[src/rtl/coll_pkg.sv]
package coll_pkg;
  typedef enum logic [1:0] {
    ST_IDLE     = 2'd0,
    ST_WAIT_PRE = 2'd1,
    ST_JAM      = 2'd2,
    ST_BACKOFF  = 2'd3
  } coll_state_e;
endpackage

[src/rtl/coll_lfsr.sv]
// Free-running Galois LFSR used as the backoff random source.
module coll_lfsr #(
  parameter int          W    = 16,
  parameter logic [W-1:0] SEED = 16'hACE1,
  parameter logic [W-1:0] TAPS = 16'hB400
) (
  input  logic         clk,
  input  logic         rst_n,
  output logic [W-1:0] value
);
  logic [W-1:0] q, d;

  always_comb begin
    d = q >> 1;
    if (q[0]) d = d ^ TAPS;
  end

  always_ff @(posedge clk or negedge rst_n) begin
    if (!rst_n) q <= SEED;
    else        q <= d;
  end

  assign value = q;
endmodule

[src/rtl/coll_slot_timer.sv]
// Counts down a number of slots, each SLOT_BITS bit times long.
module coll_slot_timer #(
  parameter int SLOT_BITS = 512,
  parameter int SLOTS_W   = 10
) (
  input  logic               clk,
  input  logic               rst_n,
  input  logic               bit_en,
  input  logic               load,
  input  logic [SLOTS_W-1:0] slots_in,
  output logic               expired
);
  localparam int BIT_W = (SLOT_BITS > 2) ? $clog2(SLOT_BITS) : 1;
  localparam logic [BIT_W-1:0] BIT_LAST = BIT_W'(SLOT_BITS - 1);

  logic [SLOTS_W-1:0] slot_q, slot_d;
  logic [BIT_W-1:0]   bit_q, bit_d;

  assign expired = (slot_q == '0);

  always_comb begin
    slot_d = slot_q;
    bit_d  = bit_q;
    if (load) begin
      slot_d = slots_in;
      bit_d  = '0;
    end else if (!expired && bit_en) begin
      if (bit_q == BIT_LAST) begin
        bit_d  = '0;
        slot_d = slot_q - 1'b1;
      end else begin
        bit_d = bit_q + 1'b1;
      end
    end
  end

  always_ff @(posedge clk or negedge rst_n) begin
    if (!rst_n) begin
      slot_q <= '0;
      bit_q  <= '0;
    end else begin
      slot_q <= slot_d;
      bit_q  <= bit_d;
    end
  end
endmodule

[src/rtl/coll_jam_retry.sv]
module coll_jam_retry
  import coll_pkg::*;
#(
  parameter int          JAM_BITS     = 32,
  parameter int          SLOT_BITS    = 512,
  parameter int          LATE_LIMIT   = 512,
  parameter int          MAX_ATTEMPTS = 16,
  parameter int          BACKOFF_CAP  = 10,
  parameter int          CNT_W        = 16,
  parameter int          LFSR_W       = 16,
  parameter logic [15:0] LFSR_SEED    = 16'hACE1,
  parameter logic [15:0] LFSR_TAPS    = 16'hB400
) (
  input  logic             clk,
  input  logic             rst_n,
  input  logic             bit_en,
  input  logic             tx_active,
  input  logic             phase_preamble,
  input  logic [CNT_W-1:0] bit_cnt,
  input  logic             coll,
  input  logic             tx_ok,
  output logic             jam_active,
  output logic             jam_bit,
  output logic             retry_req,
  output logic             backoff_done,
  output logic             abort_excess,
  output logic             late_coll
);
  localparam int JAM_W   = $clog2(JAM_BITS + 1);
  localparam int ATT_W   = $clog2(MAX_ATTEMPTS + 1);
  localparam int SLOTS_W = BACKOFF_CAP;

  coll_state_e         state_q, state_d;
  logic [JAM_W-1:0]    jam_cnt_q, jam_cnt_d;
  logic [ATT_W-1:0]    att_q, att_d, att_next;
  logic                late_q, late_d;
  logic                late_pulse_q, late_pulse_d;
  logic                abort_pulse_q, abort_pulse_d;
  logic                tmr_load, tmr_expired;
  logic [SLOTS_W-1:0]  slot_mask, slots_draw;
  logic [LFSR_W-1:0]   rnd;
  int                  exp_n;

  coll_lfsr #(
    .W    (LFSR_W),
    .SEED (LFSR_W'(LFSR_SEED)),
    .TAPS (LFSR_W'(LFSR_TAPS))
  ) u_lfsr (
    .clk   (clk),
    .rst_n (rst_n),
    .value (rnd)
  );

  // Truncated exponent and the mask that bounds the slot draw.
  assign att_next = att_q + 1'b1;
  always_comb begin
    exp_n = (int'(att_next) > BACKOFF_CAP) ? BACKOFF_CAP : int'(att_next);
    for (int i = 0; i < SLOTS_W; i++) slot_mask[i] = (i < exp_n);
  end
  assign slots_draw = rnd[SLOTS_W-1:0] & slot_mask;

  coll_slot_timer #(
    .SLOT_BITS (SLOT_BITS),
    .SLOTS_W   (SLOTS_W)
  ) u_slot_timer (
    .clk      (clk),
    .rst_n    (rst_n),
    .bit_en   (bit_en),
    .load     (tmr_load),
    .slots_in (slots_draw),
    .expired  (tmr_expired)
  );

  always_comb begin
    state_d       = state_q;
    jam_cnt_d     = jam_cnt_q;
    att_d         = att_q;
    late_d        = late_q;
    late_pulse_d  = 1'b0;
    abort_pulse_d = 1'b0;
    tmr_load      = 1'b0;
    unique case (state_q)
      ST_IDLE: begin
        if (tx_ok) att_d = '0;
        if (coll && tx_active) begin
          late_d    = (bit_cnt >= CNT_W'(LATE_LIMIT));
          jam_cnt_d = '0;
          state_d   = phase_preamble ? ST_WAIT_PRE : ST_JAM;
        end
      end
      ST_WAIT_PRE: begin
        if (!phase_preamble) state_d = ST_JAM;
      end
      ST_JAM: begin
        if (bit_en) begin
          if (jam_cnt_q == JAM_W'(JAM_BITS - 1)) begin
            if (late_q) begin
              late_pulse_d = 1'b1;
              att_d        = '0;
              state_d      = ST_IDLE;
            end else if (att_q == ATT_W'(MAX_ATTEMPTS - 1)) begin
              abort_pulse_d = 1'b1;
              att_d         = '0;
              state_d       = ST_IDLE;
            end else begin
              att_d    = att_next;
              tmr_load = 1'b1;
              state_d  = ST_BACKOFF;
            end
          end else begin
            jam_cnt_d = jam_cnt_q + 1'b1;
          end
        end
      end
      ST_BACKOFF: begin
        if (tmr_expired) state_d = ST_IDLE;
      end
      default: state_d = ST_IDLE;
    endcase
  end

  always_ff @(posedge clk or negedge rst_n) begin
    if (!rst_n) begin
      state_q       <= ST_IDLE;
      jam_cnt_q     <= '0;
      att_q         <= '0;
      late_q        <= 1'b0;
      late_pulse_q  <= 1'b0;
      abort_pulse_q <= 1'b0;
    end else begin
      state_q       <= state_d;
      jam_cnt_q     <= jam_cnt_d;
      att_q         <= att_d;
      late_q        <= late_d;
      late_pulse_q  <= late_pulse_d;
      abort_pulse_q <= abort_pulse_d;
    end
  end

  assign jam_active   = (state_q == ST_JAM);
  assign jam_bit      = jam_active;
  assign retry_req    = (state_q == ST_BACKOFF);
  assign backoff_done = (state_q == ST_BACKOFF) && tmr_expired;
  assign late_coll    = late_pulse_q;
  assign abort_excess = abort_pulse_q;
endmodule

[config.mk]
export PLATFORM = sky130hd
export DESIGN_NAME = coll_jam_retry
export DESIGN_NICKNAME = d
export VERILOG_FILES = /design/src/rtl/coll_pkg.sv /design/src/rtl/coll_lfsr.sv /design/src/rtl/coll_slot_timer.sv /design/src/rtl/coll_jam_retry.sv
export SDC_FILE = /design/constraint.sdc
export NUM_CORES = 1
export LEC_CHECK = 0
export ABC_AREA = 0
export BUFFER_PORTS_ARGS = -buffer_cell sky130_fd_sc_hd__clkbuf_2
export CAP_MARGIN = 20
export CORE_MARGIN = 2
export CORE_UTILIZATION = 54
export DETAILED_ROUTE_END_ITERATION = 16
export GPL_TIMING_DRIVEN = 0
export HOLD_SLACK_MARGIN = 0.15
export PLACE_DENSITY = 0.74
export RECOVER_POWER = 25
export SLEW_MARGIN = 40
export SYNTH_ARGS = -nofsm -noshare
export SYNTH_HDL_FRONTEND = slang
export SYNTH_HIERARCHICAL = 1
export SYNTH_SLANG_ARGS = --single-unit
[constraint.sdc]
create_clock -name clk -period 5.7 [get_ports clk]
set_clock_uncertainty 0.05 [all_clocks]
set_input_delay 0.285 -clock clk [delete_from_list [all_inputs] [get_ports clk]]
set_output_delay 0.285 -clock clk [all_outputs]
set_load 0.05 [all_outputs]
; Word level (Yosys, flattened, before mapping)
; Index checks and enable logic that the tools add are counted.
[totals]
ff_bits = 51
[op_classes]
eq_ne = 13
reduce_logical = 14
muxes = 41
bitwise_logic = 2
n_addsub = 4
n_lt_le_gt_ge = 12
[op_table]
columns = op, n
row1 = 10-bit two-way mux, 3
row2 = 5-bit two-way mux, 6
row3 = 9-bit two-way mux, 3
row4 = "3-bit by 5-bit < comparator with 1-bit output, first input constant", 4
row5 = 6-bit two-way mux, 3
row6 = "16-bit by 10-bit greater-or-equal comparator with 1-bit output, second input constant", 1
row7 = 16-bit two-way mux, 1
row8 = 2-bit two-way mux, 8
row9 = 1-bit two-way mux, 14
row10 = 6-bit one-hot mux with 2 select lines, 1
row11 = 10-bit bitwise AND, 1
row12 = 10-bit logical NOT, 1
row13 = "1-bit by 5-bit < comparator with 1-bit output, first input constant", 2
row14 = "2-bit by 5-bit < comparator with 1-bit output, first input constant", 2
row15 = "4-bit by 5-bit < comparator with 1-bit output, first input constant", 2
row16 = "2-bit inequality test, second input constant", 5
row17 = 5-bit one-hot mux with 2 select lines, 1
row18 = "10-bit by 1-bit subtractor with 10-bit output, second input constant", 1
row19 = "9-bit by 1-bit adder with 9-bit output, second input constant", 1
row20 = "9-bit equality test, second input constant", 1
row21 = 2-bit one-hot mux with 4 select lines, 1
row22 = 4-bit AND reduction, 2
row23 = "6-bit by 1-bit adder with 6-bit output, second input constant", 1
row24 = "6-bit by 5-bit equality test with 1-bit output, second input constant", 1
row25 = other kinds (13), 20

; Logic depth before layout (Yosys ltp)
[logic_depth]
ltp_word = 8
ltp_mapped = 12

; By module
; Netlist, hierarchy kept.
[by_module_without_submodules]
columns = mod, area_per_inst_um2, cells_per_inst, instances
row1 = coll_jam_retry, 1194.9, 130, 1
row2 = coll_slot_timer, 1129.8, 125, 1
row3 = coll_lfsr, 534.3, 32, 1

; Worst setup path after synthesis
; No wires, ideal clock.
[synth_path]
path_kind = flip-flop to flip-flop
from = register u_slot_timer.bit_q[0]
to = register u_slot_timer.slot_q[7]
path_stages_with_launch = 11
n_path_buf = 2
path_slack_ps = 3373
t_arrival_ps = 2195
cell_sequence = dfrtp_1 ha_1 nand3_1 nor2_1 ha_1 buf_4 nand2_1 or4_1 clkbuf_1 or4_1 a31oi_1
[synth_via]
elab_chain_len = 3
[synth_lines]
columns = element, line_no
row1 = from (decl), coll_slot_timer.sv:17  ; logic [BIT_W-1:0] bit_q, bit_d;
row2 = from (signal assigned), coll_slot_timer.sv:43  ; bit_q <= bit_d;
row3 = 9-bit equality test, coll_slot_timer.sv:28  ; if (bit_q == BIT_LAST) begin
row4 = 2-bit nonzero test (no source line), -
row5 = 2-bit AND reduction (no source line), -
row6 = to (signal assigned), coll_slot_timer.sv:42  ; slot_q <= slot_d;
row7 = to (decl), coll_slot_timer.sv:16  ; logic [SLOTS_W-1:0] slot_q, slot_d;
; No other way between the ends.
; A chain may end at the register's enable or synchronous reset.

==> impl_metrics.toml <==
[outcome]
status = "complete, but fails checks"
violations = "capacitance limit, slew limit"

[power_and_ir_drop]
p_int_w = 0.000646
power_frac_clock = 0.194
p_per_area_nw_per_um2 = 337
p_seq_frac = 0.469
p_sw_w = 0.000405
vdd_drop_max_uv = 212
leakage_nw = 1.47
switching_share = 0.385
pwr-share-comb = 0.337

[critical_path]
cp.required_ns = 5.51
cp_max_fo = 51
path_cells = "dlygate4sd3_1 > clkbuf_1"
crit_family = "buffers and inverters"
crit_path_start = "rst_n"
crit_buf_inv = 2
slowest_stage = "clkbuf_1"
reg2reg_depth = 12
reg2reg_slack_ns = 2.90
r2r_end = "u_slot_timer/slot_q[5]"
r2r-start = "att_q[1]"
cp.depth = 2
crit_type = "in -> async"
cp_data_arrival_time_ns = 2.70
crit_end = "u_lfsr/value[2]"
max_stage_delay_ns = 1.85
crit_path_end_kind = "asynchronous set/reset pin"
worst_setup_path_start_kind = "input port"

[timing]
final_hold_viol_count = 0
setup_violations = 0
max_clock_freq_ghz = 0.346
rsz0062_at_grt = "no"
drv_slew = 52
fin_crit_sh = 0.507
layout_min_cycle_time_ns = 2.89
slew_headroom = -0.739
worst_slew_pin_slew_ns = 2.61
fin_tns_setup_ns = 0

[final_layout]
drive_above_1_share = 0.215
fillers = 433
area_growth_syn_to_layout_pct = 9.88
multi_input_area_um2 = 1370
diodes = 0
final_core_util = 0.614
regArea_um2 = 1290
stdcell_area_um2 = 3120
layout.nets = 342

[global_routing]
antenna_found_initial = 0
grt-ovfl-total = 0
grt_usage = 0.193
grt_start_max_net_pins = 52
grt_pass1_vias = 2001
grt_pass1_wl_mm = 9.11

[detailed_routing]
drt-initial-drc-count = 123
vias = 2112
drt_wl_total_mm = 5.25
viasPerCell = 5.53
wl_per_cell_um = 13.7
detail-route-antenna-nets = 0
first_pass_iters = 4
post-route-drc-count = 0

[clocking]
cts_root_buf = "clkbuf_8"
post_cts_resized = 0
cts_setup_buffers = 0
htreeDepth = 2
clock_latency_ns = 0.31
hold_buffers = 1
clk_pin_slew_ns = 0.10
cts_buffer_depth = 2
clock-sinks = 51
cts_tree = "built"
cts_buffers = 5

[place]
place_area_um2 = 3020
dp_hpwl_mm = 3.83
io_buffer_count = 19
globalplace.congestion = 0.812

[floorplan]
die_w_um = 76.5
core-area_um2 = 5070
start_util = 0.559
die-area_um2 = 5850
fp-row-count = 26
io_pins = 29
die_h_um = 76.5

[yosys]
syn_area_per_cell_um2 = 9.99
syn-num-nets = 315
yosys_warnings = 6
netlist_instances = 284
syn_area_um2 = 2840

[hold_path]
hp-class = "in -> reg"

[job]
cap_viol_max_count = 1
==> final cells by class <==
| type | count | share of cell area |
|---|---|---|
| Tap cell | 70 | 0.0281 |
| Multi-Input combinational cell | 199 | 0.441 |
| Inverter | 12 | 0.0145 |
| Clock buffer | 5 | 0.0221 |
| Clock inverter | 3 | 0.00642 |
| Sequential cell | 51 | 0.413 |
| Timing Repair Buffer | 20 | 0.0333 |
| Buffer | 22 | 0.0422 |
==> flip-flops by register name, indices dropped and copies added, names as in the netlist <==
register / count
abort_excess: 1
att_q: 5
jam_cnt_q: 6
late_coll: 1
late_q: 1
state_q: 2
u_lfsr/value: 16
u_slot_timer/bit_q: 9
u_slot_timer/slot_q: 10
==> stage by stage <==
| step | hold slack (ns) | worst slack, ns | total power [W] | cells |
|---|---|---|---|---|
| after floorplan | -0.0606 | 3.37 | 0.000771 | 284 |
| after global placement | 0.304 | 3.00 | 0.000840 | 373 |
| after global routing | 0.272 | 2.11 | 0.00112 | 382 |
| after detailed placement | 0.289 | 2.95 | 0.000854 | 373 |
| after CTS | 0.248 | 2.90 | 0.00106 | 382 |
| final | 0.261 | 2.81 | 0.00105 | 382 |
==> how the worst min path moves through the flow <==
stage,start,to,slack (ns),cells past startpoint
after detailed placement,u_lfsr/value[12],u_lfsr/value[11],0.29,0
after global placement,u_lfsr/value[12],u_lfsr/value[11],0.30,0
after floorplan,rst_n,abort_excess,-0.06,0
final,tx_active,state_q[0],0.26,3
after global routing,bit_cnt[11],late_q,0.27,3
after CTS,tx_active,state_q[0],0.25,3
==> per-layer routing <==
metal  up-vias  wire (um)  global-route usage
met2        31       2570               0.312
met4         0         41              0.0618
met5         -          0                   0
li1       1059          -                   -
met3         5        134              0.0355
met1      1017       2510               0.265
==> power groups by stage <==
stage / sequential, W / combinational, W / clock, W
2_1_floorplan: 0.000482 / 0.000289 / 0
5_1_grt: 0.000504 / 0.000389 / 0.000229
4_1_cts: 0.000493 / 0.000356 / 0.000213
6_report: 0.000494 / 0.000354 / 0.000204
3_5_place_dp: 0.000500 / 0.000355 / 0
3_3_place_gp: 0.000496 / 0.000344 / 0
==> layout by cell type (no fill, tap or decap), types with 2 or more instances in the layout <==
master	count
clkbuf_2	18
nand3_1	10
nor3_1	5
and3_1	9
buf_2	3
or3_1	3
a21oi_1	13
buf_4	12
a31o_2	3
o21a_1	6
and2_1	4
nand4_1	3
nor4_1	2
nor2b_1	8
xor2_1	4
or4_1	6
or4_2	2
o21ai_1	2
dfstp_2	6
dfstp_1	2
mux2i_1	8
a211oi_1	2
a31oi_1	8
clkbuf_8	5
o21ai_0	10
a2111oi_4	2
nand2b_1	7
nand2_1	24
clkinvlp_4	2
ha_1	8
dfrtp_1	43
o211ai_1	2
inv_1	12
a21o_1	4
clkbuf_1	8
o31ai_1	2
nor2_1	17
No activity file was read; power rests on OpenSTA's default activity.
